$ cat config.mk
export PLATFORM = sky130hd
export DESIGN_NAME = gated_replay_seq
export DESIGN_NICKNAME = d
export VERILOG_FILES = /design/src/rtl/grs_pkg.sv /design/src/rtl/grs_datapath.sv /design/src/rtl/grs_ctrl.sv /design/src/rtl/gated_replay_seq.sv
export SDC_FILE = /design/constraint.sdc
export NUM_CORES = 1
export LEC_CHECK = 0
export BUFFER_PORTS_ARGS = -buffer_cell sky130_fd_sc_hd__buf_2
export CAP_MARGIN = 5
export CORE_MARGIN = 2
export CORE_UTILIZATION = 55
export DETAILED_ROUTE_END_ITERATION = 8
export PLACE_DENSITY = 0.8
export SLEW_MARGIN = 20
export SYNTH_ARGS = -nofsm -noshare
export SYNTH_HDL_FRONTEND = slang
export SYNTH_SLANG_ARGS = --single-unit
$ cat constraint.sdc
create_clock -name clk -period 3.51 [get_ports clk]
set_input_delay 0.1755 -clock clk [delete_from_list [all_inputs] [get_ports clk]]
set_output_delay 0.1755 -clock clk [all_outputs]
set_load 0.01 [all_outputs]
$ cat src/rtl/grs_pkg.sv
package grs_pkg;
  localparam logic [15:0] MODE_STD  = 16'h0400;
  localparam logic [15:0] MODE_STRM = 16'h2000;

  // strobes from control to datapath
  typedef struct packed {
    logic clear;     // reset all counters (accepted start)
    logic advance;   // one sample emitted this cycle
    logic gateFall;  // gate seen falling while running
  } grsStrobe_t;
endpackage

$ cat src/rtl/grs_datapath.sv
module grs_datapath
  import grs_pkg::*;
#(
  parameter int ADDR_W = 16,
  parameter int CNT_W  = 32,
  parameter int LOOP_W = 32
) (
  input  logic              clk,
  input  logic              rstN,
  input  grsStrobe_t        strobe,
  input  logic [CNT_W-1:0]  memSize,
  input  logic [LOOP_W-1:0] loops,
  output logic [ADDR_W-1:0] addr,
  output logic              lastSample,
  output logic              gateCntHit
);
  logic [ADDR_W-1:0] addrQ;
  logic [CNT_W-1:0]  sampleCnt;
  logic [LOOP_W-1:0] gateCnt;
  logic [CNT_W-1:0]  lastIdx;
  logic [CNT_W-1:0]  addrWide;
  logic              addrAtEnd;
  logic [LOOP_W:0]   gateNext;

  assign lastIdx   = memSize - CNT_W'(1);
  assign addrWide  = CNT_W'(addrQ);
  assign addrAtEnd = (addrWide == lastIdx);

  always_ff @(posedge clk or negedge rstN) begin
    if (!rstN) begin
      addrQ <= '0;
    end else if (strobe.clear) begin
      addrQ <= '0;
    end else if (strobe.advance) begin
      addrQ <= addrAtEnd ? '0 : addrQ + ADDR_W'(1);
    end
  end

  always_ff @(posedge clk or negedge rstN) begin
    if (!rstN) begin
      sampleCnt <= '0;
    end else if (strobe.clear) begin
      sampleCnt <= '0;
    end else if (strobe.advance) begin
      sampleCnt <= sampleCnt + CNT_W'(1);
    end
  end

  always_ff @(posedge clk or negedge rstN) begin
    if (!rstN) begin
      gateCnt <= '0;
    end else if (strobe.clear) begin
      gateCnt <= '0;
    end else if (strobe.gateFall) begin
      gateCnt <= gateCnt + LOOP_W'(1);
    end
  end

  assign gateNext   = {1'b0, gateCnt} + (LOOP_W+1)'(1);
  assign gateCntHit = (gateNext == {1'b0, loops});
  assign lastSample = (sampleCnt == lastIdx);
  assign addr       = addrQ;
endmodule

$ cat src/rtl/grs_ctrl.sv
module grs_ctrl
  import grs_pkg::*;
#(
  parameter int CNT_W  = 32,
  parameter int LOOP_W = 32
) (
  input  logic              clk,
  input  logic              rstN,
  input  logic [15:0]       cfgMode,
  input  logic [CNT_W-1:0]  cfgMemSize,
  input  logic [LOOP_W-1:0] cfgLoops,
  input  logic              startPulse,
  input  logic              stopPulse,
  input  logic              gateIn,
  input  logic              streamValid,
  input  logic              lastSample,
  input  logic              gateCntHit,
  output grsStrobe_t        strobe,
  output logic              runQ,
  output logic              doneQ,
  output logic              strmQ,
  output logic              gateAct,
  output logic              fire
);
  logic modeStd, modeStrm, modeOk, accept;
  logic loopsZero, loopsOne;
  logic gatePrev, fall, endMem, endGate;

  assign modeStd   = (cfgMode == MODE_STD);
  assign modeStrm  = (cfgMode == MODE_STRM);
  assign modeOk    = (modeStd && (cfgMemSize != '0)) || modeStrm;
  assign accept    = startPulse && !stopPulse && modeOk;
  assign loopsZero = (cfgLoops == '0);
  assign loopsOne  = (cfgLoops == LOOP_W'(1));

  assign gateAct = runQ && gateIn;
  assign fire    = gateAct && (!strmQ || streamValid);
  assign fall    = runQ && gatePrev && !gateIn;

  // standard mode, loop count 1: memory exhaustion ends playback
  assign endMem  = fire && !strmQ && loopsOne && lastSample;
  // gate-count based ending
  assign endGate = fall && !loopsZero && gateCntHit && (strmQ || !loopsOne);

  always_ff @(posedge clk or negedge rstN) begin
    if (!rstN) begin
      runQ  <= 1'b0;
      doneQ <= 1'b0;
      strmQ <= 1'b0;
    end else if (stopPulse) begin
      runQ  <= 1'b0;
    end else if (accept) begin
      runQ  <= 1'b1;
      doneQ <= 1'b0;
      strmQ <= modeStrm;
    end else if (runQ && (endMem || endGate)) begin
      runQ  <= 1'b0;
      doneQ <= 1'b1;
    end
  end

  always_ff @(posedge clk or negedge rstN) begin
    if (!rstN) begin
      gatePrev <= 1'b0;
    end else if (accept || stopPulse) begin
      gatePrev <= 1'b0;
    end else begin
      gatePrev <= gateAct;
    end
  end

  always_comb begin
    strobe          = '0;
    strobe.clear    = accept;
    strobe.advance  = fire;
    strobe.gateFall = fall;
  end
endmodule

$ cat src/rtl/gated_replay_seq.sv
module gated_replay_seq
  import grs_pkg::*;
#(
  parameter int ADDR_W = 16,
  parameter int CNT_W  = 32,
  parameter int LOOP_W = 32,
  parameter int DATA_W = 16
) (
  input  logic              clk,
  input  logic              rstN,
  input  logic [15:0]       cfgMode,
  input  logic [CNT_W-1:0]  cfgMemSize,
  input  logic [LOOP_W-1:0] cfgLoops,
  input  logic              startPulse,
  input  logic              stopPulse,
  input  logic              gateIn,
  input  logic [DATA_W-1:0] streamData,
  input  logic              streamValid,
  output logic              streamReady,
  output logic [ADDR_W-1:0] rdAddr,
  output logic              sampleValid,
  output logic [DATA_W-1:0] sampleData,
  output logic              underrun,
  output logic              running,
  output logic              done
);
  grsStrobe_t strobe;
  logic lastSample, gateCntHit;
  logic runQ, doneQ, strmQ, gateAct, fire;

  grs_ctrl #(.CNT_W(CNT_W), .LOOP_W(LOOP_W)) u_ctrl (
    .clk(clk), .rstN(rstN),
    .cfgMode(cfgMode), .cfgMemSize(cfgMemSize), .cfgLoops(cfgLoops),
    .startPulse(startPulse), .stopPulse(stopPulse),
    .gateIn(gateIn), .streamValid(streamValid),
    .lastSample(lastSample), .gateCntHit(gateCntHit),
    .strobe(strobe), .runQ(runQ), .doneQ(doneQ), .strmQ(strmQ),
    .gateAct(gateAct), .fire(fire)
  );

  grs_datapath #(.ADDR_W(ADDR_W), .CNT_W(CNT_W), .LOOP_W(LOOP_W)) u_dp (
    .clk(clk), .rstN(rstN), .strobe(strobe),
    .memSize(cfgMemSize), .loops(cfgLoops),
    .addr(rdAddr), .lastSample(lastSample), .gateCntHit(gateCntHit)
  );

  assign sampleValid = fire;
  assign streamReady = gateAct && strmQ;
  assign underrun    = gateAct && strmQ && !streamValid;
  assign sampleData  = strmQ ? streamData : '0;
  assign running     = runQ;
  assign done        = doneQ;
endmodule

Word-level counts from Yosys, hierarchy flattened
Cells that the tools add are included.

$add $sub $neg: 5. Equality and inequality tests: 6. Multiplexer cells: 14. Bitwise logic cells: 1. Reduce and logical (&&, ||, !) cells: 35.

Operator list (number): $mux W32 (4); $add A32 B1 Y32 const B (2); $mux W16 (4); $add A32 B1 Y33 const B (1); $eq A33 B32 Y1 (1); $eq A16 B32 Y1 (1); $eq A32 B1 Y1 const B (1); $eq A32 B32 Y1 (1); $logic_not A32 Y1 (1); $reduce_bool A32 Y1 (1); $sub A32 B1 Y32 const B (1); $add A16 B1 Y16 const B (1); $eq A16 B11 Y1 const B (1); $eq A16 B14 Y1 const B (1); $logic_and A1 B1 Y1 (16); $logic_not A1 Y1 (6); $mux W1 (6); $reduce_bool A2 Y1 (3); $logic_or A1 B1 Y1 (5); $reduce_and A2 Y1 (2); $reduce_bool A3 Y1 (1); $not A1 Y1 (1).

Register bits: 84. Logic and storage cells: 68.

Depth between registers and ports, before layout
Depth in word-level cells: 11. Mapped depth: 17. Mapped depth without buffers: 11.

Hierarchy
Synthesis repeated with hierarchy kept, for this count alone.

Cells, all modules: 910. Area total of the unflattened synthesis: 7280.7 µm².

Modules (own cells, without submodules): grs_datapath (times used 1, cells an instance 832, area an instance 6663.9 µm²); grs_ctrl (times used 1, cells an instance 59, area an instance 473.0 µm²); gated_replay_seq (times used 1, cells an instance 19, area an instance 143.9 µm²).

Worst setup path after synthesis
Ideal clock, no wire load.

Path kind: input port to flip-flop. Start: input port cfgMemSize[0]. End: register u_dp.addrQ[15] (netlist: u_dp.addr[15]). Setup time: 0.134 ns. Arrival time: 3.904 ns. Required time: 3.376 ns. Slack: -0.528 ns. Stages on the path: 17. Path buffers: 6. Cell sequence: clkbuf_1 > inv_1 > ha_1 > buf_2 > or4b_1 > buf_2 > or4_1 > buf_2 > o31ai_4 > o41ai_1 > or4_1 > or4_1 > or4_1 > buf_6 > buf_6 > a22oi_4 > a21oi_2.

Word-level cells in the longest chain between the ends: 5. Elaborated cells between the ends (all ways): 10. Classes of those cells: 1 x add/sub; 1 x eq/ne; 3 x mux; 5 x reduce/logical.

Ends and longest elaborated chain: start, declared (RTL line gated_replay_seq.sv:12) `input logic [CNT_W-1:0] cfgMemSize,`; $sub A32 B1 Y32 or $reduce_bool A32 Y1 (tied branches) (RTL line grs_datapath.sv:25, grs_ctrl.sv:31); $eq A16 B32 Y1 or $logic_and A1 B1 Y1 (tied branches) (RTL line grs_datapath.sv:27, grs_ctrl.sv:31); $mux W16 or $logic_or A1 B1 Y1 (tied branches) (RTL line grs_datapath.sv:35, grs_ctrl.sv:31); $mux W16 or $logic_and A1 B1 Y1 (tied branches) (RTL line grs_datapath.sv:34, grs_ctrl.sv:32); $mux W16 or $reduce_bool A2 Y1 (tied branches); end signal, assigned (RTL line grs_datapath.sv:35) `addrQ <= addrAtEnd ? '0 : addrQ + ADDR_W'(1);`; end, declared (RTL line grs_datapath.sv:17) `logic [ADDR_W-1:0] addrQ;`.

Several ways; a longest one is shown, not always the timed one. The select of a mux whose other input is x is not followed. A chain may end at the register's enable or synchronous reset.

Worst setup path after layout
Start: register u_dp.gateCnt[12]. End: register u_ctrl.doneQ.

Word-level cells in the longest chain between the ends: 8.

Ends and longest elaborated chain: start, declared (RTL line grs_datapath.sv:19) `logic [LOOP_W-1:0] gateCnt;`; start signal, assigned (RTL line grs_datapath.sv:55) `gateCnt <= gateCnt + LOOP_W'(1);`; $add A32 B1 Y33 (RTL line grs_datapath.sv:59) `assign gateNext = {1'b0, gateCnt} + (LOOP_W+1)'(1);`; $eq A33 B32 Y1 (RTL line grs_datapath.sv:60) `assign gateCntHit = (gateNext == {1'b0, loops});`; $logic_and A1 B1 Y1 (2 in a row) (RTL line grs_ctrl.sv:43) `assign endGate = fall && !loopsZero && gateCntHit && (strmQ || !loopsOne);`; $logic_or A1 B1 Y1 (RTL line grs_ctrl.sv:56) `end else if (runQ && (endMem || endGate)) begin`; $logic_and A1 B1 Y1 (RTL line grs_ctrl.sv:56); $reduce_bool A2 Y1 (no line); $reduce_and A2 Y1 (no line); end signal, assigned (RTL line grs_ctrl.sv:48) `doneQ <= 1'b0;`; end signal, assigned (RTL line grs_ctrl.sv:54) `doneQ <= 1'b0;`; end signal, assigned (RTL line grs_ctrl.sv:58) `doneQ <= 1'b1;`; end, declared (RTL line grs_ctrl.sv:20) `output logic doneQ,`.

Every way passes these cells.

==> impl_metrics.ini <==
[outcome]
status = finished, final reports clean

[route]
vias = 7348
post-route-drc-count = 0
vias_per_cell = 5.90
wl_per_cell_um = 17.0
drt_pass1_iterations = 5
ant_nets = 0
drt_iter0_drc = 704
drt-total-wl_mm = 21.1

[global_route]
grt_max_degree = 71
overflow = 0
grt_pass1_vias = 6788
grt_usage = 0.308
grt_pass1_wl_mm = 34.5
antenna_found_initial = 0

[clock_tree]
clock-sinks = 84
root_buffer = clkbuf_16
cts_tree = built
cts_buffers = 9
postCtsSetupRepairBufs = 0
cts.clk_slew.worst_paths_ps = 60
cts_max_path_buffers = 2
h-tree-depth = 3
worstSkewPairLatency_ps = 350

[min_path]
min_path_cells = 2
hp-class = input pin to flip-flop

[synth]
synthFlopType = dfrtp_1
synth_nets = 1022
async_flop_share = 1.00
ys_types = 64
avgSynthCellArea_sq_um = 7.80
synth_cells = 915
ys_seq_area_frac = 0.295
synth-seq-cells = 84
synth_edf_count = 0
ys_warn_count = 0
netlist_area_sq_um = 7140

[timing]
skew_ps = 9.54
min_period_over_period = 0.924
fin_crit_ps = 3240
worst_slew_pin_slew_ps = 903
finalHoldViolCount = 0
post-route-worst-setup-slack_ps = 267
slew_viol_final = 0
rsz0062_at_grt = false
slew_headroom = 0.398
fmax_mhz = 308
setup_viol = 0

[final_layout]
area.growth.synth_to_final_pct = 20.8
layout-drive-gt1-share = 0.217
layout.nets = 1175
final_util = 0.683
layout_commonest_cell = buf_2
n_antenna_cell = 0
layout_common_cells = 137 x buf_2, 117 x nor2_1, 90 x xnor2_1

[placed_design]
portBuffers = 138
hpwl_mm = 16.2
gp_congestion = 0.965
dp_slack_ps = -52.2

[critical_path]
reg2reg_depth = 8
cp.depth = 8
crit_family = simple AND/OR/NAND/NOR gates
cp_num_buf_inv = 0
startpoint_type = flip-flop
crit_fanout = 7
endpoint_kind = flip-flop
crit_type = flip-flop to flip-flop
slowest_stage = or4_1
cp.arrival_ps = 3480
critical_path.cell_chain = nand4_1 > or4_1 > a2111oi_0 > o211a_1 > nand4b_1 > nor4_1 > a32oi_1 > o32ai_1
cp.required_ps = 3750
max_stage_delay_ps = 700

[power_and_ir_drop]
leakagePower_nw = 3.69
powerDensity_nw_per_um2 = 271
max-vdd-ir-drop_mv = 0.248

[job]
cap_violations = 0

[floorplanning]
die_w_um = 118
row_count = 41
dieHeight_um = 118
coreArea_sq_um = 12600
initial_core_util = 0.566
io_pins = 139
die-area_sq_um = 13900
[worst register-to-register path, delay by kind of cell (launching register included)]
family	cells	cell delay, ps
and+or+nand+nor	4	1480
AOI/OAI and AO/OA	4	1170
DFF	1	490
[cell type report]
type                       instances  area (sq um)
multi-input combinational        759          4760
clock inverter                     6          70.1
fill                            1098          4000
tap                              172           215
timing repair buffer             199          1170
sequential                        84          2100
inverter                          15          61.3
clock buffer                      10           239
[sequential cells by signal (all words and copies together) (netlist names)]
register	flops
u_ctrl.strmQ	1
u_dp.sampleCnt	32
u_dp.addr	16
u_ctrl.runQ	1
u_ctrl.doneQ	1
u_ctrl.gatePrev	1
u_dp.gateCnt	32
[path summary, 6_finish.rpt]
kind / startpoint / end / slack, ps
min in group asynchronous: rstN / u_dp.addr[1] / 500
worst min register to register: u_ctrl.doneQ / u_ctrl.doneQ / 590
max in group asynchronous: rstN / u_dp.sampleCnt[25] / 2240
worst max register to register: u_dp.gateCnt[12] / u_ctrl.doneQ / 270
worst max-delay path: u_dp.gateCnt[12] / u_ctrl.doneQ / 270
worst min-delay path: stopPulse / u_ctrl.gatePrev / 90
[cells in the mapped netlist, types with 15 or more instances]
cell	number	area share
a21oi_1	32	0.022
a31oi_1	15	0.013
and2_1	20	0.018
and3_1	15	0.013
clkbuf_1	43	0.023
dfrtp_1	84	0.29
inv_1	15	0.0079
nand2_1	85	0.045
nand3_1	60	0.042
nand4_1	28	0.025
nor2_1	118	0.062
nor3_1	37	0.026
nor4_1	36	0.032
o21ai_0	24	0.017
xnor2_1	90	0.11
xor2_1	80	0.098
[routing by layer]
layer | global-route usage | share of wire | vias to the layer above
met3 | 0.0606 | 0.082 | 40
met2 | 0.486 | 0.46 | 359
met5 | 0 | 0 | -
li1 | - | - | 3524
met1 | 0.424 | 0.43 | 3425
met4 | 0.105 | 0.026 | 0
[cell families (layout without fill, tap and decap cells)]
group / after synthesis / in the layout / synth area share
XOR/XNOR: 171 / 171 / 0.212
multiplexers: 3 / 3 / 0.00421
flip-flops: 84 / 84 / 0.295
adder cells (fa/ha/maj): 5 / 5 / 0.00877
AO/OA/AOI/OAI: 118 / 118 / 0.111
buffers and inverters: 72 / 230 / 0.0433
AND/OR/NAND/NOR: 462 / 462 / 0.326
[per-stage QoR]
step	std cells	area (sq um)	TNS (ps)	power, mW	hold slack, ps
global placement	1228	8300	0	1.35	363
global route	1245	8620	0	2.42	79.6
finish	1245	8620	0	2.34	92.4
detailed placement	1228	8300	-132	1.35	366
CTS	1245	8620	0	2.34	73.0
floorplan	915	7210	-2480	1.18	-120
[power by group]
group	switching, mW	leakage (nW)	internal (mW)	total, mW
Combinational	0.183	2.42	0.156	0.339
Clock	0.417	0.142	0.576	0.993
Sequential	0.0248	1.12	0.979	1.00
Total	0.625	3.69	1.71	2.34
[repair_timing]
| action | 4_1_cts | 5_1_grt |
|---|---|---|
| endpoints found under the hold margin | 10 | 0 |
| hold buffers | 1 | 0 |
| resized for setup | 0 | 0 |
Note: power is estimated with default switching activity, not from simulation.
